[config.mk]
export PLATFORM = sky130hd
export DESIGN_NAME = cfgio_port_bank
export DESIGN_NICKNAME = d
export VERILOG_FILES = /design/src/rtl/cfgio_pkg.sv /design/src/rtl/cfgio_port_regs.sv /design/src/rtl/cfgio_pin_mux.sv /design/src/rtl/cfgio_sync.sv /design/src/rtl/cfgio_readback.sv /design/src/rtl/cfgio_port_bank.sv
export SDC_FILE = /design/constraint.sdc
export NUM_CORES = 1
export LEC_CHECK = 0
export ABC_AREA = 1
export BUFFER_PORTS_ARGS = -buffer_cell sky130_fd_sc_hd__buf_2
export CAP_MARGIN = 20
export CORE_MARGIN = 8
export CORE_UTILIZATION = 30
export DETAILED_ROUTE_END_ITERATION = 10
export SLEW_MARGIN = 20
export SYNTH_ARGS = -nofsm -noshare
export SYNTH_HDL_FRONTEND = slang
export SYNTH_HIERARCHICAL = 1
export SYNTH_SLANG_ARGS = --single-unit
[constraint.sdc]
create_clock -name clk -period 3.65 [get_ports clk]
set_clock_uncertainty 0.2 [all_clocks]
set_input_delay 0.365 -clock clk [delete_from_list [all_inputs] [get_ports clk]]
set_output_delay 0.365 -clock clk [all_outputs]
set_load 0.03 [all_outputs]
[src/rtl/cfgio_pkg.sv]
package cfgio_pkg;

    localparam int NPORT   = 4;
    localparam int PW      = 8;
    localparam int DW      = 8;
    localparam int AW      = 4;
    localparam int NPIN    = NPORT * PW;
    localparam int NCTLREG = 2;

    typedef enum logic [1:0] {
        K_PIN = 2'd0,
        K_OUT = 2'd1,
        K_DIR = 2'd2,
        K_CTL = 2'd3
    } reg_kind_e;

    typedef struct packed {
        logic [1:0] port;
        reg_kind_e  kind;
    } reg_addr_t;

    typedef struct packed {
        logic [PW-1:0] dout;
        logic [PW-1:0] dir;
        logic [PW-1:0] ctl;
    } port_regs_t;

    function automatic int port_width(input int p);
        return (p == NPORT - 1) ? 3 : PW;
    endfunction

    function automatic logic [PW-1:0] port_mask(input int p);
        logic [PW-1:0] m;
        for (int b = 0; b < PW; b++) begin
            m[b] = (b < port_width(p));
        end
        return m;
    endfunction

    function automatic logic [PW-1:0] ctl_mask(input int p);
        return (p < NCTLREG) ? port_mask(p) : '0;
    endfunction

    function automatic logic pin_pick(input logic use_pld, input logic pld,
                                      input logic use_lat, input logic lat,
                                      input logic dout);
        if (use_pld) return pld;
        if (use_lat) return lat;
        return dout;
    endfunction

endpackage

[src/rtl/cfgio_port_regs.sv]
module cfgio_port_regs
    import cfgio_pkg::*;
#(
    parameter logic [PW-1:0] WMASK = '1,
    parameter logic [PW-1:0] CMASK = '1
) (
    input  logic          clk,
    input  logic          rst,
    input  logic          wr_en,
    input  reg_kind_e     kind,
    input  logic [DW-1:0] wdata,
    output port_regs_t    regs
);

    always_ff @(posedge clk) begin
        if (rst) begin
            regs <= '0;
        end else if (wr_en) begin
            case (kind)
                K_OUT:   regs.dout <= wdata & WMASK;
                K_DIR:   regs.dir  <= wdata & WMASK;
                K_CTL:   regs.ctl  <= wdata & CMASK;
                default: ;
            endcase
        end
    end

endmodule

[src/rtl/cfgio_pin_mux.sv]
module cfgio_pin_mux
    import cfgio_pkg::*;
#(
    parameter logic [PW-1:0] VMASK = '1
) (
    input  port_regs_t    regs,
    input  logic [PW-1:0] eff_sel,
    input  logic [PW-1:0] lat,
    input  logic [PW-1:0] pld,
    input  logic [PW-1:0] pld_use,
    output logic [PW-1:0] out,
    output logic [PW-1:0] oe
);

    for (genvar b = 0; b < PW; b++) begin : g_bit
        if (VMASK[b]) begin : g_live
            always_comb begin
                oe[b]  = regs.dir[b];
                out[b] = regs.dir[b] &
                         pin_pick(pld_use[b], pld[b], eff_sel[b], lat[b], regs.dout[b]);
            end
        end else begin : g_dead
            logic unused_b;
            always_comb begin
                unused_b = ^{regs.dir[b], regs.dout[b], regs.ctl[b], pld_use[b],
                             pld[b], eff_sel[b], lat[b]};
                oe[b]    = 1'b0;
                out[b]   = 1'b0;
            end
        end
    end

endmodule

[src/rtl/cfgio_sync.sv]
module cfgio_sync #(
    parameter int W = 32
) (
    input  logic         clk,
    input  logic         rst,
    input  logic [W-1:0] d,
    output logic [W-1:0] q
);

    logic [W-1:0] stage1;

    always_ff @(posedge clk) begin
        if (rst) begin
            stage1 <= '0;
            q      <= '0;
        end else begin
            stage1 <= d;
            q      <= stage1;
        end
    end

endmodule

[src/rtl/cfgio_readback.sv]
module cfgio_readback
    import cfgio_pkg::*;
(
    input  logic                   clk,
    input  logic                   rst,
    input  logic                   rd_en,
    input  reg_addr_t              addr,
    input  port_regs_t [NPORT-1:0] regs,
    input  logic [NPIN-1:0]        pins,
    output logic [DW-1:0]          rdata
);

    logic [NPORT-1:0][PW-1:0] pin_by_port;
    logic [DW-1:0]            sel_val;

    for (genvar p = 0; p < NPORT; p++) begin : g_pins
        assign pin_by_port[p] = pins[p*PW +: PW] & port_mask(p);
    end

    always_comb begin
        case (addr.kind)
            K_PIN:   sel_val = pin_by_port[addr.port];
            K_OUT:   sel_val = regs[addr.port].dout;
            K_DIR:   sel_val = regs[addr.port].dir;
            default: sel_val = regs[addr.port].ctl;
        endcase
    end

    always_ff @(posedge clk) begin
        if (rst) begin
            rdata <= '0;
        end else if (rd_en) begin
            rdata <= sel_val;
        end
    end

endmodule

[src/rtl/cfgio_port_bank.sv]
module cfgio_port_bank
    import cfgio_pkg::*;
(
    input  logic            clk,
    input  logic            rst,
    input  logic [AW-1:0]   bus_addr,
    input  logic            bus_wr,
    input  logic            bus_rd,
    input  logic [DW-1:0]   bus_wdata,
    output logic [DW-1:0]   bus_rdata,
    input  logic [NPIN-1:0] pad_in,
    output logic [NPIN-1:0] pad_out,
    output logic [NPIN-1:0] pad_oe,
    input  logic [NPIN-1:0] lat_addr,
    input  logic [NPIN-1:0] pld_out,
    input  logic [NPIN-1:0] pld_sel,
    input  logic [NPIN-1:0] fix_sel
);

    reg_addr_t              addr_s;
    port_regs_t [NPORT-1:0] regs;
    logic [NPIN-1:0]        pins_sync;

    assign addr_s = reg_addr_t'(bus_addr);

    for (genvar p = 0; p < NPORT; p++) begin : g_port
        localparam logic [PW-1:0] VM = port_mask(p);
        localparam logic [PW-1:0] CM = ctl_mask(p);

        logic [PW-1:0] eff_sel;

        cfgio_port_regs #(
            .WMASK (VM),
            .CMASK (CM)
        ) u_regs (
            .clk   (clk),
            .rst   (rst),
            .wr_en (bus_wr && (addr_s.port == p[1:0])),
            .kind  (addr_s.kind),
            .wdata (bus_wdata),
            .regs  (regs[p])
        );

        assign eff_sel = (regs[p].ctl & CM) | (fix_sel[p*PW +: PW] & ~CM);

        cfgio_pin_mux #(
            .VMASK (VM)
        ) u_mux (
            .regs    (regs[p]),
            .eff_sel (eff_sel),
            .lat     (lat_addr[p*PW +: PW]),
            .pld     (pld_out[p*PW +: PW]),
            .pld_use (pld_sel[p*PW +: PW]),
            .out     (pad_out[p*PW +: PW]),
            .oe      (pad_oe[p*PW +: PW])
        );
    end

    cfgio_sync #(
        .W (NPIN)
    ) u_sync (
        .clk (clk),
        .rst (rst),
        .d   (pad_in),
        .q   (pins_sync)
    );

    cfgio_readback u_rb (
        .clk   (clk),
        .rst   (rst),
        .rd_en (bus_rd),
        .addr  (addr_s),
        .regs  (regs),
        .pins  (pins_sync),
        .rdata (bus_rdata)
    );

endmodule

==> results.md, run 1 <==
* Status: completed
* Tcrit/Tclk final at 0.6183
* GR Overflow Total at 0
* Max_slew headroom at 0.4248
* Hold Path Stages at 3
* Arr. time, crit path at 2.42 ns
* RSZ-0062 raised after global routing: false
* WL final at 23.50 mm
* Clk slew on worst S/H paths at around 0.060 ns
* # H-tree levels at 4
* Setup slack after layout at 1.393 ns
* Ports at 248
* Placed standard-cell area at 8531 um^2
* Pleak at ~5.3 nW
* TritonRoute pass-1 iters at 7
* First-pass GRT wire length at 36.45 mm
* Largest net degree at the start of global routing at 64
* DR top layer: met5
* Final Critical Period at 2.257 ns
* Initial antenna violation count at 1
* Antenna diodes at 0
* Iter 0 DRT Violations at 453
* Clock buffer depth at 2
* CTS tree: done
* Met2 wire len at around 11 mm
* Post-CTS Setup Bufs at 0
* HP Class: input port to register
* Post-DR vias/cell at about 4.2
* Setup TNS at 0 ns
* Core ar. at roughly 26000 um^2
* Cell Rows at 59
* Gr usage total at 0.1475
* DR WL/cell at about 13 um
* # setup viols final at 0
* Worst Tran Pin Value at 0.8628 ns
* WL met1 at about 9.8 mm
* Die H at 177.3 um
* Finished Cell Area at 9361 um^2
* CP endpoint kind: register
* Pwr dens at around 390 nW/um^2
* Vias in the first global route at around 7100
* Ys Warns at 6
* Port bufs at ~200
* CTS sink cnt at 132
* Mean post-synth cell area at 5.900 um^2
* WP data required at 3.81 ns
* Worst-Skew Late Latency at 0.42 ns
* Final hold violations at 0
* Dpl hpwl at 17.69 mm
* # hold bufs at CTS at 27
* Clk root buf: clkbuf_16
* Num CTS Buffers at 17
* DP Worst Slack at 0.9589 ns
* Fin nets at 1672
* DRC at 0
* VDD IR max at ~0.00028 V
* CP Max Fanout at 36
* Crit path kind: input port to register
* Via count at 7656
* Antenna Nets Post-Route at 0
* Startpoint Class: input port
* Post-Synthesis Cells at ~1300
* Max-cap check violation count at 0
* Register-to-Register Path Depth at 8
* GPL Wtd Cong at 0.7848
* Routed length on met3 at 1.844 mm
* Die area at about 31000 um^2
* Die X at 177.3 um
* Post-CTS Resized at 0
* Fmax at 443.1 MHz
* Area growth, synth to finish at 19.92%
* Layout cell share with drive strength beyond 1 at 0.1776
* Slew Viols, Final at 0
* Initial Util at 0.3021
* Post-Synthesis Cell Area at 7806 um^2
==> registers in the layout, indices dropped and copies added (netlist names) <==
| register | flops |
|---|---|
| u_rb/rdata | 8 |
| g_port.u_regs/regs | 70 |
| u_sync/stage1 | 27 |
| u_sync/q | 27 |
==> critical path, stage by stage <==
cell and delay (ns):
buf_2 0.47, buf_4 0.45, inv_1 0.10, nor2_1 0.34
nand3_2 0.37, nand2_1 0.16, nand2_1 0.06, nor2_1 0.08
==> layout make-up <==
| class | instances | area (um^2) |
|---|---|---|
| Inverter | 279 | 1052 |
| Clock inverter | 13 | 127.6 |
| Tap cell | 335 | 419.2 |
| Timing Repair Buffer | 226 | 1274 |
| Clock buffer | 19 | 432.9 |
| Fill cell | 2841 | 16480 |
| Multi-Input combinational cell | 840 | 3413 |
| Sequential cell | 132 | 2643 |
==> layer usage <==
metal / vias to the layer above / global-route usage
met5: - / 0
met4: 2 / 0.05071
met3: 32 / 0.03638
met2: 245 / 0.2575
met1: 3330 / 0.1734
li1: 4047 / -
==> power by group <==
group | leakage, nW | switching [mW] | internal [mW]
sequential | 1.08 | 0.0315 | 1.49
combinational | 3.94 | 0.305 | 0.173
clock | 0.259 | 0.692 | 0.947
total | 5.28 | 1.03 | 2.61
==> cell usage in the layout (no fill, tap or decap), types with 2 or more instances in the layout <==
cell type	instances
nand2_1	364
nor2_1	304
inv_1	272
buf_2	196
dfxtp_1	132
nand3_1	55
conb_1	36
o21ai_0	33
dlygate4sd3_1	27
clkbuf_16	17
nand2_2	16
o21ai_1	12
nand3_2	10
clkinvlp_4	5
inv_2	5
a21oi_2	5
a21oi_1	4
inv_6	3
buf_4	3
clkbuf_1	2
clkinv_4	2
inv_4	2
==> per-stage QoR <==
| step | std cells | total power, mW | hold WS (ns) | utilization |
|---|---|---|---|---|
| 6_report | 1844 | 3.639 | 0.1076 | 0.3623 |
| 5_1_grt | 1844 | 3.809 | 0.1106 | 0.3623 |
| 4_1_cts | 1844 | 3.672 | 0.09630 | 0.3623 |
| 3_5_place_dp | 1785 | 2.011 | 0.1969 | 0.3302 |
| 3_3_place_gp | 1785 | 2.003 | 0.1949 | 0.3302 |
| 2_1_floorplan | 1356 | 1.885 | 0.1883 | - |
==> path summary, 6_finish.rpt <==
| check | start | to | slack, ns |
|---|---|---|---|
| setup / recovery | bus_addr[2] | g_port[1].u_regs/regs[20]$_SDFFE_PP0P_ | 1.39 |
| hold / removal | bus_wdata[6] | g_port[0].u_regs/regs[14]$_SDFFE_PP0P_ | 0.11 |
| setup reg to reg | g_port[1].u_regs/regs[9]$_SDFFE_PP0P_ | u_rb/rdata[1]$_SDFFE_PP0P_ | 2.10 |
| hold reg to reg | u_sync/stage1[13]$_SDFF_PP0_ | u_sync/q[13]$_SDFF_PP0_ | 0.20 |
(Power assumes the default switching activity.)
==> run 2, diff against run 1 <==
- clock period: 3.65 -> 2.1 ns (I/O delays scaled with it)
==> results.md, run 2 (synthesis results as in run 1) <==
* Dpl hpwl at 17.67 mm (-0.10%)
* HP Class: input port to register
* Post-DR vias/cell at 4.099 (-1.3%)
* Post-CTS Setup Bufs at 0 (unchanged)
* CTS tree: done
* DRC at 0 (unchanged)
* Worst setup path startpoint: g_port[1].u_regs/regs[9]$_SDFFE_PP0P_
* Min Hold Slack at 0.01964 ns (-0.08798 ns)
* Arr. time, crit path at 1.43 ns (-0.99 ns)
* Pwr Total at 6.567 mW (+80%)
* Post-CTS Resized at 0 (unchanged)
* CTS sink cnt at 132 (unchanged)
* Die area at 31440 um^2 (unchanged)
* Final hold violations at 0 (unchanged)
* Fmax at 542.7 MHz
* VDD IR max at 0.0004706 V (+67%)
* Ports at 248 (unchanged)
* Largest Register: g_port.u_regs/regs
* Clk slew on worst S/H paths at 0.06 ns (about the same)
* Tcrit/Tclk final at 0.8775
* Startpoint Class: register
* Initial Util at 0.3021 (unchanged)
* Reg2reg start: g_port[1].u_regs/regs[10]$_SDFFE_PP0P_
* Cell Rows at 59 (unchanged)
* Crit path kind: register to output port
* Worst-Skew Late Latency at 0.42 ns (about the same)
* Setup slack after layout at 0.2572 ns (-1.136 ns)
* Setup TNS at 0 ns (unchanged)
* Clk root buf: clkbuf_16
* # setup viols final at 0 (unchanged)
* Port bufs at 196 (unchanged)
* Vias in the first global route at 7185 (+1.3%)
* TritonRoute pass-1 iters at 5 (-2)
* RSZ-0062 raised after global routing: false
* Largest net degree at the start of global routing at 63 (-1.6%)
* Layout cell share with drive strength beyond 1 at 0.1800 (+0.002425)
* Worst Tran Pin Value at 0.5723 ns (-0.2904 ns)
* Initial antenna violation count at 0 (-1)
* CP Max Fanout at 4 (-89%)
* Core ar. at 25840 um^2 (unchanged)
* Commonest non-fill, non-tap cell in the layout: nand2_1
* WP data required at 1.69 ns (-2.12 ns)
* # H-tree levels at 4 (unchanged)
* Pwr dens at 686.7 nW/um^2 (+77%)
* Most frequent cells in the layout: nand2_1, nor2_1, inv_1
* # hold bufs at CTS at 35 (+30%)
* WL final at 23.46 mm (-0.20%)
* DR WL/cell at 12.63 um (-0.89%)
* CP endpoint kind: output port
* Die X at 177.3 um (unchanged)
* Top flop regs: g_port.u_regs/regs x70, u_sync/q x27, u_sync/stage1 x27
* First-pass GRT wire length at 36.92 mm (+1.3%)
* GR Overflow Total at 0 (unchanged)
* GPL Wtd Cong at 0.8493 (+8.2%)
* Max reg flops at 70 (unchanged)
* Max_slew headroom at 0.6170 (+0.1922)
* Iter 0 DRT Violations at 495 (+9.3%)
* Status: completed
* Post-layout util at 0.3701 (+0.007797)
* Hold Crit Start: bus_wdata[1]
* Area growth, synth to finish at 22.50%
* Fin nets at 1685 (+0.78%)
* Clock buffer depth at 2 (unchanged)
* Max-cap check violation count at 0 (unchanged)
* Num CTS Buffers at 17 (unchanged)
* Via count at 7611 (-0.59%)
* Antenna diodes at 0 (unchanged)
* Slew Viols, Final at 0 (unchanged)
* Die H at 177.3 um (unchanged)
* Gr usage total at 0.1490 (+0.001415)
* Pleak at 5.389 nW (+2.0%)
* DP Worst Slack at 0.04159 ns (-0.9173 ns)
* Antenna Nets Post-Route at 0 (unchanged)
* Final Critical Period at 1.843 ns
## run 2: cell count changes in the layout (fill, tap and decap cells not counted)
| cell | before | now |
|---|---|---|
| clkbuf_1 | 2 | 1 |
| buf_4 | 3 | 5 |
| inv_8 | 1 | 0 |
| clkinv_4 | 2 | 5 |
| buf_12 | 0 | 3 |
| bufinv_16 | 1 | 3 |
| clkinv_2 | 1 | 2 |
| dlygate4sd3_1 | 27 | 35 |
| clkinvlp_4 | 5 | 1 |
## run 2: per-layer routing
metal | track usage | up-vias | routed length [um]
li1 | - | 4073 | -
met1 | 0.1767 | 3297 | 10040
met2 | 0.2616 | 218 | 11380
met3 | 0.03638 | 23 | 1621
met4 | 0.04377 | 0 | 416
met5 | 0 | - | 0
## run 2: through the flow
stage               instance area, um^2  std cells
floorplan                          7930       1356
global placement                   8606       1790
detailed placement                 8606       1790
CTS                                9563       1857
global route                       9563       1857
finish                             9563       1857
## run 2: where the power goes
part	switching, mW	internal [mW]
sequential	0.0549	2.59
combinational	0.537	0.322
clock	1.18	1.88
total	1.77	4.80
## run 2: layout make-up
cell class                      instances  area (um^2)
Clock inverter                         14        177.7
Tap cell                              335        419.2
Inverter                              279         1052
Sequential cell                       132         2643
Multi-Input combinational cell        840         3413
Timing Repair Buffer                  239         1429
Fill cell                            2859        16270
Clock buffer                           18        429.2
## run 2: path summary, 6_finish.rpt
path | end | slack [ns] | depth (start not counted)
max | pad_out[9] | 0.26 | 3
min | g_port[0].u_regs/regs[17]$_SDFFE_PP0P_ | 0.02 | 3
max reg2reg | u_rb/rdata[2]$_SDFFE_PP0P_ | 0.57 | 8
min reg2reg | u_sync/q[12]$_SDFF_PP0_ | 0.20 | 2
## run 2: worst max-delay path, stage by stage, from the launching register on
cell and delay, ns:
dfxtp_1 0.53, o21ai_0 0.15, nor2_1 0.13, buf_2 0.21
==> run 3, diff against run 2 <==
- ABC_CLOCK_PERIOD_IN_PS: unset -> 2100
- CORE_UTILIZATION: 30 -> 50
- PLACE_DENSITY: unset -> 0.78
==> results.md, run 3 (synthesis results as in run 1) <==
* Pleak at 5.374 nW (-0.29%)
* CTS sink cnt at 132 (unchanged)
* Tcrit/Tclk final at 0.8479 (-0.02961)
* RSZ-0062 raised after global routing: false
* Iter 0 DRT Violations at 415 (-16%)
* Antenna diodes at 0 (unchanged)
* Layout cell share with drive strength beyond 1 at 0.1831 (+0.003045)
* Clk slew on worst S/H paths at 0.06 ns (about the same)
* Core ar. at 15260 um^2 (-41%)
* Max_slew headroom at 0.6591 (+0.04204)
* Port bufs at 196 (unchanged)
* Routed length on met3 at 1.783 mm (+10%)
* Min-Delay Endpoint: g_port[2].u_regs/regs[18]$_SDFFE_PP0P_
* Most frequent cells in the layout: nand2_1, nor2_1, inv_1
* First-pass GRT wire length at 35.25 mm (-4.5%)
* Sequential power share at 0.413 (+0.010)
* CTS tree: done
* DR top layer: met4
* WP data required at 1.69 ns (about the same)
* Slew Viols, Final at 0 (unchanged)
* GR Overflow Total at 0 (unchanged)
* Initial antenna violation count at 0 (unchanged)
* Register area at 2643 um^2 (unchanged)
* Gr usage total at 0.2209 (+0.07190)
* Final Critical Period at 1.781 ns (-0.06218 ns)
* Pwr Total at 6.404 mW (-2.5%)
* CP endpoint kind: output port
* Hold Path Stages at 3 (unchanged)
* Clk root buf: clkbuf_16
* Startpoint Class: register
* Die X at 141.0 um (-21%)
* Status: completed
* Worst Tran Pin Value at 0.5114 ns (-0.06095 ns)
* Filler cell count at 1437 (-50%)
* Commonest non-fill, non-tap cell in the layout: nand2_1
* # H-tree levels at 4 (unchanged)
* Post-DR vias/cell at 4.492 (+9.6%)
* Die H at 141.0 um (-21%)
* Clock share of power at 0.454 (-0.012)
* CP Max Fanout at 4 (unchanged)
* Cell Int Power at 4.606 mW (-4.0%)
* Via count at 7794 (+2.4%)
* Final hold violations at 0 (unchanged)
* DR WL/cell at 12.68 um (+0.41%)
* Switching part of the total at 0.2807 (+0.01124)
* WL met1 at 8.345 mm (-17%)
* VDD IR max at 0.0006103 V (+30%)
* Arr. time, crit path at 1.37 ns (-0.06 ns)
* Top flop regs: g_port.u_regs/regs x70, u_sync/q x27, u_sync/stage1 x27
* Worst setup path startpoint: g_port[1].u_regs/regs[8]$_SDFFE_PP0P_
* Fin nets at 1687 (+0.12%)
* Pwr dens at 683.7 nW/um^2 (-0.44%)
* Largest net degree at the start of global routing at 35 (-44%)
* Dpl hpwl at 15.88 mm (-10%)
* TritonRoute pass-1 iters at 5 (unchanged)
* Initial Util at 0.5116 (+0.2095)
* Ports at 248 (unchanged)
* Fmax at 561.6 MHz (+3.5%)
* P_sw at 1.798 mW (+1.6%)
* Crit path kind: register to output port
* WL final at 22.01 mm (-6.2%)
* Worst-Skew Late Latency at 0.42 ns (about the same)
* Max reg flops at 70 (unchanged)
* Clock buffer depth at 2 (unchanged)
* Reg2Reg Setup Slack at 0.64 ns (+0.07 ns)
* Multi-input logic area at 3413 um^2 (unchanged)
* Area growth, synth to finish at 19.99%
* Cell Rows at 45 (-24%)
* HP Class: input port to register
* Register-to-Register Path Depth at 10 (+2)
* Hold Crit Start: bus_wdata[2]
* Num CTS Buffers at 17 (unchanged)
* Met2 wire len at 10.92 mm (-4.0%)
* GPL Wtd Cong at 0.9050 (+6.6%)
* Reg2Reg Capture Point: u_rb/rdata[0]$_SDFFE_PP0P_
* DRC at 0 (unchanged)
* Setup TNS at 0 ns (unchanged)
* # setup viols final at 0 (unchanged)
* Logic gate share of total power at 0.133 (+0.002)
* Reg2reg start: g_port[1].u_regs/regs[8]$_SDFFE_PP0P_
* Post-CTS Setup Bufs at 0 (unchanged)
* Die area at 19870 um^2 (-37%)
* Antenna Nets Post-Route at 0 (unchanged)
* Vias in the first global route at 7499 (+4.4%)
* Largest Register: g_port.u_regs/regs
* Max-cap check violation count at 0 (unchanged)
## run 3: changes by cell type in the layout (fill, tap and decap cells not counted), sizes merged
| cell | previous run | this run |
|---|---|---|
| clkinvlp | 1 | 3 |
| dlygate4sd3 | 35 | 33 |
| buf | 204 | 208 |
| bufinv | 3 | 1 |
| clkinv | 7 | 3 |
| inv | 282 | 286 |
## run 3: how the worst max path moves through the flow
| stage | to | slack, ns |
|---|---|---|
| finish | pad_out[8] | 0.32 |
| global route | pad_out[8] | 0.23 |
| CTS | pad_out[8] | 0.30 |
| detailed placement | g_port[1].u_regs/regs[21]$_SDFFE_PP0P_ | 0.27 |
| global placement | g_port[1].u_regs/regs[3]$_SDFFE_PP0P_ | 0.33 |
| floorplan | u_rb/rdata[5]$_SDFFE_PP0P_ | 0.74 |
## run 3: power groups by stage
stage / sequential (mW) / combinational (mW) / clock (mW)
after detailed placement: 2.70 / 0.785 / 0
after global placement: 2.70 / 0.770 / 0
after floorplan: 2.70 / 0.575 / 0
after global routing: 2.66 / 0.955 / 3.05
final: 2.65 / 0.852 / 2.90
after CTS: 2.65 / 0.839 / 2.93
## run 3: metrics by stage
step / util / cells / setup WS, ns / instance area, um^2 / hold slack [ns]
2_1_floorplan: - / 1356 / 0.7374 / 7930 / 0.1170
3_3_place_gp: 0.5542 / 1670 / 0.3337 / 8456 / 0.1925
3_5_place_dp: 0.5542 / 1670 / 0.2737 / 8456 / 0.1923
4_1_cts: 0.6139 / 1735 / 0.3034 / 9366 / 0.001873
5_1_grt: 0.6139 / 1735 / 0.2310 / 9366 / 0.007956
6_report: 0.6139 / 1735 / 0.3194 / 9366 / 0.007682
## run 3: cell type report
| type | instances | share of cell area |
|---|---|---|
| tap | 211 | 0.02819 |
| clock buffer | 18 | 0.04689 |
| timing repair buffer | 241 | 0.1509 |
| inverter | 279 | 0.1123 |
| multi-input combinational | 840 | 0.3644 |
| sequential | 132 | 0.2821 |
| clock inverter | 14 | 0.01509 |
## run 3: what timing repair did
item / CTS / global route
endpoints found under the hold margin: 71 / 0
gates resized for setup: 0 / 0
hold buffers: 33 / 0
## run 3: critical path, cell delays in order (launching register included)
cell     delay [ns]
dfxtp_1        0.49
o21ai_0        0.14
nor2_1         0.12
buf_2          0.20
## run 3: metal layers
metal,up-vias,global-route usage
met1,3383,0.2263
met4,0,0.1154
li1,4068,-
met2,277,0.4004
met5,-,0
met3,66,0.06482
